$ cat config.mk
export PLATFORM = sky130hd
export DESIGN_NAME = accsat_unit
export DESIGN_NICKNAME = d
export VERILOG_FILES = /design/src/rtl/accsat_pkg.sv /design/src/rtl/accsat_clamp.sv /design/src/rtl/accsat_flags.sv /design/src/rtl/accsat_unit.sv
export SDC_FILE = /design/constraint.sdc
export NUM_CORES = 1
export LEC_CHECK = 0
export ABC_AREA = 1
export ABC_CLOCK_PERIOD_IN_PS = 5700
export BUFFER_PORTS_ARGS = -buffer_cell sky130_fd_sc_hd__buf_4
export CELL_PAD_IN_SITES_DETAIL_PLACEMENT = 0
export CELL_PAD_IN_SITES_GLOBAL_PLACEMENT = 1
export CORE_ASPECT_RATIO = 0.8
export CORE_UTILIZATION = 36
export DETAILED_ROUTE_END_ITERATION = 8
export PLACE_DENSITY = 0.95
export SLEW_MARGIN = 20
export SYNTH_ARGS = -nofsm -noshare
export SYNTH_HDL_FRONTEND = slang
export SYNTH_SLANG_ARGS = --single-unit
$ cat constraint.sdc
create_clock -name clk -period 5.7 [get_ports clk]
set_input_delay 1.14 -clock clk [delete_from_list [all_inputs] [get_ports clk]]
set_output_delay 1.14 -clock clk [all_outputs]
set_load 0.005 [all_outputs]
$ cat src/rtl/accsat_pkg.sv
package accsat_pkg;
  typedef enum logic [1:0] {
    SM_SIGNED   = 2'd0,
    SM_UNSIGNED = 2'd1,
    SM_FRACT    = 2'd2,
    SM_SIGNED_B = 2'd3
  } sat_mode_e;
endpackage

$ cat src/rtl/accsat_clamp.sv
module accsat_clamp
  import accsat_pkg::*;
#(
  parameter int SUM_W     = 64,
  parameter int ACC_W     = 48,
  parameter int INT_W     = 32,
  parameter int UWRAP_EXP = 53
) (
  input  sat_mode_e         mode_i,
  input  logic              clamp_en_i,
  input  logic              v_pre_i,
  input  logic [SUM_W-1:0]  sum_i,
  output logic              v_work_o,
  output logic [ACC_W-1:0]  result_o
);
  localparam logic [ACC_W-1:0] INT_POS  = {{(ACC_W-INT_W+1){1'b0}}, {(INT_W-1){1'b1}}};
  localparam logic [ACC_W-1:0] INT_NEG  = ~INT_POS;
  localparam logic [ACC_W-1:0] FRAC_POS = {1'b0, {(ACC_W-1){1'b1}}};
  localparam logic [ACC_W-1:0] FRAC_NEG = ~FRAC_POS;
  localparam logic [ACC_W-1:0] UMAX     = {ACC_W{1'b1}};
  localparam logic [SUM_W-1:0] U_THRESH = SUM_W'(1) << UWRAP_EXP;

  logic [SUM_W-ACC_W:0] sext_hi;
  logic                 sext_bad;
  logic                 zext_bad;
  logic                 det;
  logic                 sum_neg;

  always_comb begin
    sext_hi  = sum_i[SUM_W-1:ACC_W-1];
    sext_bad = !((&sext_hi) || (~|sext_hi));
    zext_bad = |sum_i[SUM_W-1:ACC_W];
    sum_neg  = sum_i[SUM_W-1];
    det      = (mode_i == SM_UNSIGNED) ? zext_bad : sext_bad;
    v_work_o = v_pre_i | det;
    result_o = sum_i[ACC_W-1:0];
    if (v_work_o && clamp_en_i) begin
      unique case (mode_i)
        SM_UNSIGNED: result_o = (sum_i > U_THRESH) ? '0 : UMAX;
        SM_FRACT:    result_o = sum_neg ? FRAC_NEG : FRAC_POS;
        default:     result_o = sum_neg ? INT_NEG : INT_POS;
      endcase
    end
  end
endmodule

$ cat src/rtl/accsat_flags.sv
module accsat_flags
  import accsat_pkg::*;
#(
  parameter int ACC_W    = 48,
  parameter int INT_W    = 32,
  parameter int FRAC_EXT = 40
) (
  input  sat_mode_e        mode_i,
  input  logic [ACC_W-1:0] acc_i,
  output logic             z_o,
  output logic             n_o,
  output logic             ev_o
);
  logic [ACC_W-FRAC_EXT-1:0] frac_seg;
  logic [ACC_W-INT_W-1:0]    int_seg;

  always_comb begin
    frac_seg = acc_i[ACC_W-1:FRAC_EXT];
    int_seg  = acc_i[ACC_W-1:INT_W];
    z_o      = (acc_i == '0);
    n_o      = !z_o && acc_i[ACC_W-1];
    unique case (mode_i)
      SM_FRACT:    ev_o = !((&frac_seg) || (~|frac_seg));
      SM_UNSIGNED: ev_o = |int_seg;
      default:     ev_o = !((&int_seg) || (~|int_seg));
    endcase
  end
endmodule

$ cat src/rtl/accsat_unit.sv
module accsat_unit
  import accsat_pkg::*;
#(
  parameter int NUM_ACC   = 4,
  parameter int SUM_W     = 64,
  parameter int ACC_W     = 48,
  parameter int INT_W     = 32,
  parameter int FRAC_EXT  = 40,
  parameter int UWRAP_EXP = 53,
  localparam int IDX_W    = $clog2(NUM_ACC)
) (
  input  logic               clk,
  input  logic               rst_n,
  input  logic               cmd_valid_i,
  input  logic [IDX_W-1:0]   acc_sel_i,
  input  logic [1:0]         mode_i,
  input  logic               clamp_en_i,
  input  logic               clr_flags_i,
  input  logic [SUM_W-1:0]   sum_i,
  output logic               res_valid_o,
  output logic [IDX_W-1:0]   res_idx_o,
  output logic [ACC_W-1:0]   res_acc_o,
  output logic               flag_v_o,
  output logic               flag_z_o,
  output logic               flag_n_o,
  output logic               flag_ev_o,
  output logic [NUM_ACC-1:0] sticky_o
);
  // reset synchronizer: assert asynchronously, release on clock
  logic rst_meta_q, rst_sync_n;
  always_ff @(posedge clk or negedge rst_n) begin
    if (!rst_n) begin
      rst_meta_q <= 1'b0;
      rst_sync_n <= 1'b0;
    end else begin
      rst_meta_q <= 1'b1;
      rst_sync_n <= rst_meta_q;
    end
  end

  sat_mode_e mode;
  assign mode = sat_mode_e'(mode_i);

  logic               v_q, z_q, n_q, ev_q;
  logic               v_d, z_d, n_d, ev_d;
  logic               v_pre, z_pre, n_pre, ev_pre;
  logic               v_work;
  logic               z_new, n_new, ev_new;
  logic [ACC_W-1:0]   res_d, res_q;
  logic [IDX_W-1:0]   idx_q;
  logic               rv_q;
  logic [NUM_ACC-1:0] stk_q, stk_set, stk_d;

  accsat_clamp #(
    .SUM_W(SUM_W), .ACC_W(ACC_W), .INT_W(INT_W), .UWRAP_EXP(UWRAP_EXP)
  ) u_clamp (
    .mode_i(mode), .clamp_en_i(clamp_en_i), .v_pre_i(v_pre),
    .sum_i(sum_i), .v_work_o(v_work), .result_o(res_d)
  );

  accsat_flags #(
    .ACC_W(ACC_W), .INT_W(INT_W), .FRAC_EXT(FRAC_EXT)
  ) u_flags (
    .mode_i(mode), .acc_i(res_d), .z_o(z_new), .n_o(n_new), .ev_o(ev_new)
  );

  // next-state
  always_comb begin
    v_pre   = clr_flags_i ? 1'b0 : v_q;
    z_pre   = clr_flags_i ? 1'b0 : z_q;
    n_pre   = clr_flags_i ? 1'b0 : n_q;
    ev_pre  = clr_flags_i ? 1'b0 : ev_q;
    stk_set = v_work ? (NUM_ACC'(1) << acc_sel_i) : '0;
    stk_d   = stk_q | stk_set;
    v_d     = v_work | stk_d[acc_sel_i];
    z_d     = z_pre | z_new;
    n_d     = n_pre | n_new;
    ev_d    = ev_pre | ev_new;
  end

  // registers
  always_ff @(posedge clk or negedge rst_sync_n) begin
    if (!rst_sync_n) begin
      rv_q  <= 1'b0;
      idx_q <= '0;
      res_q <= '0;
      v_q   <= 1'b0;
      z_q   <= 1'b0;
      n_q   <= 1'b0;
      ev_q  <= 1'b0;
    end else begin
      rv_q <= cmd_valid_i;
      if (cmd_valid_i) begin
        idx_q <= acc_sel_i;
        res_q <= res_d;
        v_q   <= v_d;
        z_q   <= z_d;
        n_q   <= n_d;
        ev_q  <= ev_d;
      end
    end
  end

  for (genvar k = 0; k < NUM_ACC; k++) begin : g_sticky
    always_ff @(posedge clk or negedge rst_sync_n) begin
      if (!rst_sync_n)                     stk_q[k] <= 1'b0;
      else if (cmd_valid_i && stk_set[k])  stk_q[k] <= 1'b1;
    end
  end

  assign res_valid_o = rv_q;
  assign res_idx_o   = idx_q;
  assign res_acc_o   = res_q;
  assign flag_v_o    = v_q;
  assign flag_z_o    = z_q;
  assign flag_n_o    = n_q;
  assign flag_ev_o   = ev_q;
  assign sticky_o    = stk_q;
endmodule

==> run_results.csv, run 1 <==
group,metric,value,unit
logic_synthesis,synth_area_leaders,"dfrtp_1, nor2_1, nand2_1",
logic_synthesis,synth.distinct_cells,33,
floorplanning,die-height,87.2,um
sta,worst_pin_slew,0.928,ns
sta,timing_max_transition_violations_final,0,
power_and_ir_drop,switching_share,25.9,%
sta,setup-violations-final,0,
sta,relSlewSlack,38.1,%
clock_network,ctsRootBufferMaster,"clkbuf_16",
grt,track_usage,21.0,%
drt,via_per_inst,4.90,
floorplanning,start_util,37.8,%
logic_synthesis,synth.avg_cell_area,7.39,sq um
critical_path,cp_cell_sequence,"buf_4, nor2_1, nand2_1, nor2_1, nand2_1, a21oi_4, nand2_4, nand2_8, nor2_1, nand2_4, inv_2, nor2_2, a21oi_1",
drt,drtPass1Iterations,5,
drt,routed_wirelength,9580,um
final_layout,largest_reg_flops,48,
clock_network,post_cts_resized,0,
floorplanning,io_pins,132,
drt,initialDrtViolationCount,191,
drt,vias,3345,
critical_path,crit_slowest_cell,"nor2_2",
clock_network,insertion_delay,0.32,ns
logic_synthesis,netlist_area,3270,sq um
final_layout,n_antenna_cell,0,
clock_network,cts_tree,"yes",
run,maxCapViolCount,0,
grt,grt_pass1_wl,15200,um
grt,grt_max_degree,71,
critical_path,worst_ep_required_time,5.85,ns
clock_network,postCtsSetupBuffers,0,
sta,period_share,56.0,%
clock_network,ctsHtreeMaxLevel,3,
clock_network,clk_path_buf_depth,2,
final_layout,area_growth,41.2,%
floorplanning,die-area,9460,sq um
power_and_ir_drop,vdd_drop_max,0.000168,V
logic_synthesis,syn-instance-count,442,
floorplanning,die-width,109,um
critical_path,r2r_setup_slack,3.33,ns
power_and_ir_drop,p_per_area,298,nW/um^2
worst_hold_path,min_path_type,"flip-flop to flip-flop",
power_and_ir_drop,comb_power_share,19.6,%
clock_network,cts.clk_slew.worst_paths,0.05,ns
critical_path,worst_setup_path_start_kind,"input port",
grt,grt_pass1_vias,3180,
logic_synthesis,seq_area_frac_synth,46.7,%
power_and_ir_drop,p_clk_share,43.2,%
critical_path,cp_max_fo,61,
sta,rsz0062_at_grt,"false",
drt,antenna_left,0,
critical_path,crit_path_end_kind,"flip-flop",
placed_design,dp_hpwl,7150,um
sta,skew,0.00642,ns
floorplanning,core,8630,sq um
final_layout,most-common-layout-cells,"buf_4, nor2_1, nand2_1",
drt,wl_per_cell,14.0,um
power_and_ir_drop,pwr-share-seq,37.2,%
power_and_ir_drop,p_int,1020,uW
logic_synthesis,synth_fp_nets,517,
critical_path,path_delay_family,"simple AND/OR/NAND/NOR gates",
logic_synthesis,synth_seq_cells,61,
power_and_ir_drop,power_switching,357,uW
critical_path,crit_buf_inv,2,
clock_network,numCtsBuffers,9,
logic_synthesis,ys_warn_count,0,
final_layout,finalNetCount,641,
final_layout,final_common_cell,"buf_4",
grt,antenna_found_initial,0,
sta,setup-tns-final,0,ns
logic_synthesis,synth_top_area_cell,"dfrtp_1",
critical_path,critPathMaxStageDelay,0.70,ns
clock_network,cts_hold_buf,0,
logic_synthesis,yosysTopAreaCellShare,46.7,%
placed_design,gp_congestion,0.781,
power_and_ir_drop,p_leak,0.00227,uW
placed_design,port_buffers,131,
sta,hold_ws,0.354,ns
sta,timing.final.crit_period,3.19,ns
sta,fmax,313,MHz
grt,grt-ovfl-total,0,
critical_path,path_class,"input port to flip-flop",
critical_path,cp.arrival,3.34,ns
floorplanning,row_count,30,
placed_design,placed_area,4290,sq um
final_layout,nFillCells,861,
run_status,status,"finished clean",
final_layout,fin_area,4610,sq um
sta,hold_violations,0,
drt,drc,0,
final_layout,drive_gt1_share,28.2,%
clock_network,clkSinkCount,61,
power_and_ir_drop,design_power_total,1380,uW
critical_path,cpMostUsedCell,"nor2_1",
==> power groups by stage <==
stage                     combinational [uW]  sequential, uW  clock, uW
after global placement                   267             517          0
after global routing                     301             517        629
after detailed placement                 271             518          0
after CTS                                272             512        605
final                                    270             512        595
after floorplan                          116             523          0
==> layout make-up <==
class / instances / area, sq um / share of cell area (%)
multi-input combinational: 339 / 1540 / 33.4
sequential: 61 / 1530 / 33.1
timing repair buffer: 132 / 991 / 21.5
clock buffer: 12 / 256 / 5.56
tap: 112 / 140 / 3.04
inverter: 23 / 86.3 / 1.87
clock inverter: 4 / 70.1 / 1.52
==> cells by family after synthesis <==
family          Yosys count  synth area share, %
simple gates            255                 32.1
compound gates           81                 14.2
buf+inv                  42                 6.09
other cells               1                0.115
fa+ha+maj                 2                0.766
flops                    61                 46.7
==> synthesized netlist by cell type <==
master / number
nor2_2: 1
nor2_4: 1
nor2_1: 115
nand4_1: 3
o21ai_1: 9
buf_4: 4
a31oi_1: 18
conb_1: 1
nand2_1: 111
o41ai_1: 1
a21boi_0: 1
nand2_2: 2
dfrtp_1: 61
o21ai_0: 14
clkbuf_1: 8
a21oi_1: 31
o311ai_0: 1
nand2_4: 3
buf_1: 1
nand3_1: 15
or2_1: 1
buf_2: 3
nand2_8: 1
ha_1: 2
a21oi_4: 1
o32ai_1: 1
inv_1: 22
a31o_2: 2
o31ai_1: 2
nor3_1: 1
inv_2: 1
buf_6: 3
nand3_2: 1
==> final timing paths <==
| path | startpoint | endpoint | cells after the start |
|---|---|---|---|
| max in group asynchronous | rst_sync_n | res_acc_o[18] | 1 |
| min | rst_meta_q | rst_sync_n | 0 |
| min reg2reg | rst_meta_q | rst_sync_n | 0 |
| max | sum_i[54] | res_acc_o[3] | 13 |
| min in group asynchronous | rst_sync_n | sticky_o[3] | 1 |
| max reg2reg | flag_v_o | res_acc_o[3] | 10 |
==> metal layers <==
layer  up-vias  wire (um)  global-route usage (%)
met5         -          0                       0
met4         0         59                    3.32
met3         8        883                    7.33
met2       120       4260                    32.3
met1      1530       4370                    29.0
li1       1687          -                       -
==> per-stage QoR <==
step,util [%],cells,worst slack [ns]
after floorplan,-,442,3.15
after global placement,49.7,667,2.27
after detailed placement,49.7,667,2.17
after CTS,53.4,683,2.50
after global routing,53.4,683,2.26
final,53.4,683,2.51
No activity file was read; power rests on OpenSTA's default activity.
==> run 2: changes to the inputs <==
--- a/config.mk
+++ b/config.mk
@@ -6,14 +6,14 @@
 export NUM_CORES = 1
 export LEC_CHECK = 0
 export ABC_AREA = 1
-export ABC_CLOCK_PERIOD_IN_PS = 5700
+export ABC_CLOCK_PERIOD_IN_PS = 2720
 export BUFFER_PORTS_ARGS = -buffer_cell sky130_fd_sc_hd__buf_4
 export CELL_PAD_IN_SITES_DETAIL_PLACEMENT = 0
 export CELL_PAD_IN_SITES_GLOBAL_PLACEMENT = 1
 export CORE_ASPECT_RATIO = 0.8
-export CORE_UTILIZATION = 36
+export CORE_UTILIZATION = 30
 export DETAILED_ROUTE_END_ITERATION = 8
-export PLACE_DENSITY = 0.95
+export PLACE_DENSITY = 0.86
 export SLEW_MARGIN = 20
 export SYNTH_ARGS = -nofsm -noshare
 export SYNTH_HDL_FRONTEND = slang
==> constraint.sdc (replaced) <==
create_clock -name clk -period 2.72 [get_ports clk]
set_input_delay 0.544 -clock clk [delete_from_list [all_inputs] [get_ports clk]]
set_output_delay 0.544 -clock clk [all_outputs]
set_load 0.005 [all_outputs]
==> run 2 against run 1 <==
- final area up 0.19%
- largest power group is now sequential cells
- cell count up 4.8%
- register-to-register slack worse by 2.5 ns
- die area up 20%
- power up 93%
- hold slack worse by 0.0022 ns
- largest cell class unchanged
- sequential power up 110%
- worst setup slack worse by 2.0 ns
==> run_results.csv, run 2 (synthesis gave the netlist of run 1 again) <==
group,metric,value,unit
critical_path,path_class,"input port to flip-flop",
final_layout,final_common_cell,"buf_4",
grt,grt_max_degree,69,
clock_network,cts.clk_slew.worst_paths,0.05,ns
final_layout,n_antenna_cell,0,
critical_path,cpMostUsedCell,"nand2_1",
sta,skew,0.00591,ns
grt,top_usage_layer,"met2",
power_and_ir_drop,p_per_area,576,nW/um^2
floorplanning,start_util,31.4,%
critical_path,worst_setup_path_start_kind,"input port",
sta,timing.final.crit_period,2.21,ns
critical_path,cp_cell_sequence,"buf_4, nor2_1, nand2_1, nor2_1, nand2_1, a21oi_4, nand2_4, nand2_8, nor2_4, nand2_4, nand2_1, nor2_1, nand2_1, inv_1, nand4_1, nand2_1",
drt,routed_wirelength,10200,um
drt,via_per_inst,4.74,
power_and_ir_drop,power_switching,757,uW
sta,relSlewSlack,48.1,%
run,maxCapViolCount,0,
drt,wl_per_cell,14.2,um
critical_path,critPathMaxStageDelay,0.21,ns
grt,grt-ovfl-total,0,
power_and_ir_drop,p_clk_share,37.9,%
power_and_ir_drop,p_leak,0.00226,uW
clock_network,post_cts_resized,0,
clock_network,cts_hold_buf,1,
floorplanning,die-width,119,um
sta,hold_violations,0,
clock_network,clkSinkCount,61,
power_and_ir_drop,switching_share,28.5,%
clock_network,ctsHtreeMaxLevel,3,
placed_design,place_inst,699,
critical_path,crit_buf_inv,2,
power_and_ir_drop,p_int,1900,uW
grt,grtUsageMet1,25.5,%
sta,rsz0062_at_grt,"false",
drt,vias,3397,
grt,use_met3,4.25,%
final_layout,finalNetCount,646,
sta,setup-violations-final,0,
power_and_ir_drop,pwr-share-seq,40.3,%
sta,setup-tns-final,0,ns
clock_network,ctsRootBufferMaster,"clkbuf_16",
grt,grt_pass1_wl,16200,um
grt,antenna_found_initial,0,
final_layout,largest_reg_flops,48,
floorplanning,row_count,33,
final_layout,most-common-layout-cells,"buf_4, nor2_1, nand2_1",
placed_design,port_buffers,131,
grt,grtUsageMet2,28.8,%
power_and_ir_drop,comb_power_share,21.8,%
sta,period_share,81.1,%
floorplanning,die-area,11300,sq um
power_and_ir_drop,vdd_drop_max,0.000306,V
final_layout,post-route-util,44.4,%
clock_network,postCtsSetupBuffers,0,
critical_path,cp.arrival,2.47,ns
worst_hold_path,min_path_type,"flip-flop to flip-flop",
final_layout,drive_gt1_share,28.5,%
floorplanning,die-height,95.3,um
floorplanning,io_pins,132,
final_layout,finalNonFillerCells,716,
clock_network,insertion_delay,0.32,ns
sta,worst_pin_slew,0.779,ns
placed_design,gp_congestion,0.803,
critical_path,path_delay_family,"simple AND/OR/NAND/NOR gates",
clock_network,numCtsBuffers,9,
floorplanning,core,10400,sq um
run_status,status,"finished clean",
final_layout,area_growth,41.5,%
drt,antenna_left,0,
drt,drc,0,
drt,initialDrtViolationCount,251,
drt,drtPass1Iterations,5,
critical_path,crit_slowest_cell,"nand2_8",
critical_path,crit_path_end_kind,"flip-flop",
clock_network,cts_tree,"yes",
critical_path,worst_ep_required_time,2.98,ns
grt,track_usage,18.3,%
placed_design,dp_hpwl,7610,um
sta,timing_max_transition_violations_final,0,
sta,fmax,453,MHz
critical_path,cp_max_fo,40,
clock_network,clk_path_buf_depth,2,
grt,grt_pass1_vias,3287,
[run 2: worst paths after layout]
path                       slack [ns]            end  depth (start not counted)  startpoint
max                              0.51       flag_z_o                         16   sum_i[54]
min                              0.35     rst_sync_n                          0  rst_meta_q
max reg2reg                      0.82       flag_z_o                         13    flag_v_o
min reg2reg                      0.35     rst_sync_n                          0  rst_meta_q
max in group asynchronous        1.78  res_acc_o[38]                          1  rst_sync_n
min in group asynchronous        0.42    sticky_o[3]                          1  rst_sync_n
[run 2: cell type report]
cell class	instances	area, sq um
clock inverter	5	27.5
multi-input combinational	339	1540
sequential	61	1530
fill	1069	5780
clock buffer	11	233
timing repair buffer	137	1030
tap	140	175
inverter	23	86.3
[run 2: power by group through the flow]
stage / clock [uW] / combinational [uW] / sequential (uW)
floorplan: 0 / 244 / 1100
global placement: 0 / 572 / 1080
detailed placement: 0 / 580 / 1090
CTS: 1030 / 583 / 1070
global route: 1070 / 646 / 1080
finish: 1010 / 580 / 1070
[run 2: worst reg2reg max path, stage by stage, from the launching register on]
cell and delay [ns]:
dfrtp_1 0.36, inv_1 0.05, nor2_1 0.19, a21oi_4 0.06
nand2_4 0.11, nand2_8 0.17, buf_4 0.26, inv_1 0.10
nor2_1 0.04, nor2_1 0.16, nand3_1 0.09, nor2_1 0.09
nand4_1 0.08, nand2_1 0.09
[run 2: metal layers]
layer	up-vias	part of all wire, %
met5	-	0
met4	0	0.61
met3	6	6.9
met2	112	43
met1	1588	50
li1	1691	-
[run 2: per-stage QoR]
stage | hold WS (ns) | total power, uW | setup WS, ns | instance area, sq um
after floorplan | 0.248 | 1340 | 0.766 | 3270
after global placement | 0.327 | 1660 | 0.226 | 4350
after detailed placement | 0.328 | 1660 | 0.197 | 4350
after CTS | 0.356 | 2690 | 0.526 | 4620
after global routing | 0.356 | 2790 | 0.264 | 4620
final | 0.352 | 2660 | 0.514 | 4620
==> run 3: changes to the inputs <==
--- a/config.mk
+++ b/config.mk
@@ -5,15 +5,15 @@
 export SDC_FILE = /design/constraint.sdc
 export NUM_CORES = 1
 export LEC_CHECK = 0
-export ABC_AREA = 1
-export ABC_CLOCK_PERIOD_IN_PS = 2720
+export ABC_AREA = 0
+export ABC_CLOCK_PERIOD_IN_PS = 1800
 export BUFFER_PORTS_ARGS = -buffer_cell sky130_fd_sc_hd__buf_4
 export CELL_PAD_IN_SITES_DETAIL_PLACEMENT = 0
 export CELL_PAD_IN_SITES_GLOBAL_PLACEMENT = 1
 export CORE_ASPECT_RATIO = 0.8
-export CORE_UTILIZATION = 30
+export CORE_UTILIZATION = 31
 export DETAILED_ROUTE_END_ITERATION = 8
-export PLACE_DENSITY = 0.86
+export PLACE_DENSITY = 0.87
 export SLEW_MARGIN = 20
 export SYNTH_ARGS = -nofsm -noshare
 export SYNTH_HDL_FRONTEND = slang
==> constraint.sdc (replaced) <==
create_clock -name clk -period 1.8 [get_ports clk]
set_input_delay 0.36 -clock clk [delete_from_list [all_inputs] [get_ports clk]]
set_output_delay 0.36 -clock clk [all_outputs]
set_load 0.005 [all_outputs]
==> run 3 against run 2 <==
- the flow now finishes with violations (DRC, setup timing)
- global-route usage is 2.1 points higher
- critical endpoint is now flag_ev_o
- cell count fell by 12%
- routed wire length decreased by 0.67%
- critical path type is now flip-flop to flip-flop
- hold slack worse by 0.13 ns
- highest routed layer unchanged
==> run_results.csv, run 3 <==
group,metric,value,unit
final_layout,drive_gt1_share,54.4,%
sta,timing.final.crit_period,2.09,ns
clock_network,cts.clk_slew.worst_paths,0.05,ns
drt,wl_per_cell,16.0,um
run,maxCapViolCount,0,
drt,routed_wirelength,10100,um
logic_synthesis,synth.distinct_cells,44,
drt,drc,11,
final_layout,largest_reg_flops,48,
placed_design,place_inst,613,
floorplanning,die-width,112,um
final_layout,n_antenna_cell,0,
logic_synthesis,netlist_area,3020,sq um
floorplanning,start_util,32.7,%
logic_synthesis,synth.avg_cell_area,9.28,sq um
critical_path,worst_ep_required_time,1.98,ns
logic_synthesis,yosysMostFrequentCell,"a21oi_1",
final_layout,area_growth,70.3,%
placed_design,gp_congestion,0.917,
final_layout,finalNetCount,587,
sta,fin_ws,-0.295,ns
final_layout,final_common_cell,"buf_4",
floorplanning,die-area,10100,sq um
clock_network,postCtsSetupBuffers,0,
clock_network,ctsHtreeMaxLevel,3,
critical_path,crit_buf_inv,0,
sta,setup-violations-final,56,
grt,grt_pass1_vias,3242,
critical_path,crit_slowest_cell,"or4_4",
logic_synthesis,synth_edf_count,0,
drt,initialDrtViolationCount,199,
placed_design,dp_hpwl,7500,um
critical_path,path_class,"flip-flop to flip-flop",
drt,vias,3217,
run_status,status,"complete, but fails checks",
drt,drtPass1Iterations,7,
clock_network,clkSinkCount,61,
floorplanning,core,9230,sq um
grt,grt_pass1_wl,16100,um
clock_network,clk_path_buf_depth,2,
clock_network,cts_tree,"yes",
critical_path,cp_max_fo,5,
logic_synthesis,synth_seq_cells,61,
critical_path,cp.arrival,2.28,ns
logic_synthesis,seq_area_frac_synth,50.6,%
logic_synthesis,ys.flop_type,"dfrtp_1",
floorplanning,io_pins,132,
power_and_ir_drop,p_per_area,789,nW/um^2
sta,fmax,477,MHz
grt,grt-ovfl-total,0,
critical_path,r2r_setup_slack,-0.29,ns
power_and_ir_drop,vdd_drop_max,0.000423,V
clock_network,numCtsBuffers,9,
sta,rsz0062_at_grt,"true",
placed_design,port_buffers,131,
critical_path,reg2reg_depth,7,
critical_path,cp.depth,7,
floorplanning,row_count,31,
final_layout,most-common-layout-cells,"buf_4, dfrtp_1, nor2_1",
logic_synthesis,netlist_top_cells_count,"a21oi_1, dfrtp_1, nor2_1",
critical_path,crit_path_end_kind,"flip-flop",
logic_synthesis,synth_top_area_cell,"dfrtp_1",
sta,hold_violations,0,
worst_hold_path,min_path_type,"flip-flop to asynchronous set/reset pin",
logic_synthesis,syn-instance-count,325,
logic_synthesis,async_reset_ff_share,100,%
drt,antenna_left,0,
logic_synthesis,yosysTopAreaCellShare,50.6,%
final_layout,nFillCells,848,
clock_network,ctsRootBufferMaster,"clkbuf_16",
sta,hold_ws,0.221,ns
logic_synthesis,synth_fp_nets,400,
grt,track_usage,20.4,%
critical_path,cp_cell_sequence,"nor2b_4, or3b_1, or4_4, nand3_4, and4_1, o221a_2, a31oi_1",
floorplanning,die-height,90.2,um
run_status,violations,"DRC, setup timing",
critical_path,path_delay_family,"simple AND/OR/NAND/NOR gates",
final_layout,finalNonFillerCells,632,
critical_path,worst_setup_path_start_kind,"flip-flop",
grt,antenna_found_initial,0,
critical_path,critPathMaxStageDelay,0.46,ns
clock_network,insertion_delay,0.32,ns
sta,period_share,116,%
logic_synthesis,synth_area_leaders,"dfrtp_1, a21oi_1, nor2_1",
power_and_ir_drop,p_leak,0.00231,uW
drt,via_per_inst,5.09,
sta,skew,0.00485,ns
sta,timing_max_transition_violations_final,0,
grt,grt_max_degree,82,
sta,setup-tns-final,-13.36,ns
logic_synthesis,ys_warn_count,0,
[run 3: cell types whose count changed in the layout (fill, tap and decap cells not counted), moves of 17 or more]
cell     previous run  this run
inv_1              22         5
a21oi_2             0        47
buf_4             136       186
nor2_1            115        54
nand2_1           111        13
a21oi_1            31        49
[run 3: path summary, 6_finish.rpt]
kind / startpoint / endpoint
setup / recovery: flag_v_o / flag_ev_o
hold / removal: rst_sync_n / res_acc_o[25]
setup reg to reg: flag_v_o / flag_ev_o
hold reg to reg: rst_sync_n / res_acc_o[25]
max in group asynchronous: rst_sync_n / res_acc_o[43]
min in group clk: acc_sel_i[0] / sticky_o[0]
[run 3: cell families (layout without fill, tap and decap cells)]
group	Yosys count	after routing	share of synthesized area (%)
other	1	1	0.124
AND/OR/NAND/NOR	111	112	18.5
buffers and inverters	28	219	5.73
multiplexers	3	3	1.49
adder cells (fa/ha/maj)	2	2	0.830
AO/OA/AOI/OAI	119	119	22.7
flip-flops	61	61	50.6
[run 3: through the flow]
| stage | area (sq um) | worst slack, ns | util [%] | total power, uW |
|---|---|---|---|---|
| floorplan | 3170 | -0.338 | - | 1960 |
| global placement | 4670 | -0.522 | 50.6 | 2490 |
| detailed placement | 4670 | -0.603 | 50.6 | 2510 |
| CTS | 5070 | -0.297 | 54.9 | 4080 |
| global route | 5140 | -0.358 | 55.6 | 4270 |
| finish | 5140 | -0.295 | 55.6 | 4050 |
[run 3: cell type report]
type                       count  area, sq um  share of cell area [%]
clock inverter                 5         27.5                   0.536
tap                          115          144                    2.80
multi-input combinational    237         1580                    30.8
clock buffer                  11          233                    4.53
sequential                    61         1530                    29.7
inverter                       6         35.0                   0.682
timing repair buffer         197         1590                    30.9
[run 3: what timing repair did]
item	CTS	global route
gates cloned	2	0
hold endpoints to repair	2	0
gates resized for setup	27	16
pin swaps	7	4
setup endpoints to repair	56	56
hold buffers	1	0
[run 3: report_power, final]
| part | internal [uW] | switching, uW | total (uW) |
|---|---|---|---|
| clock | 921 | 588 | 1510 |
| sequential | 1510 | 91.8 | 1610 |
| combinational | 522 | 416 | 938 |
[run 3: routing by layer]
layer,up-vias,global-route usage [%],wire (um)
li1,1559,-,-
met1,1532,25.8,4270
met2,111,32.9,4800
met3,15,7.01,908
met4,0,6.11,131
met5,-,0,0
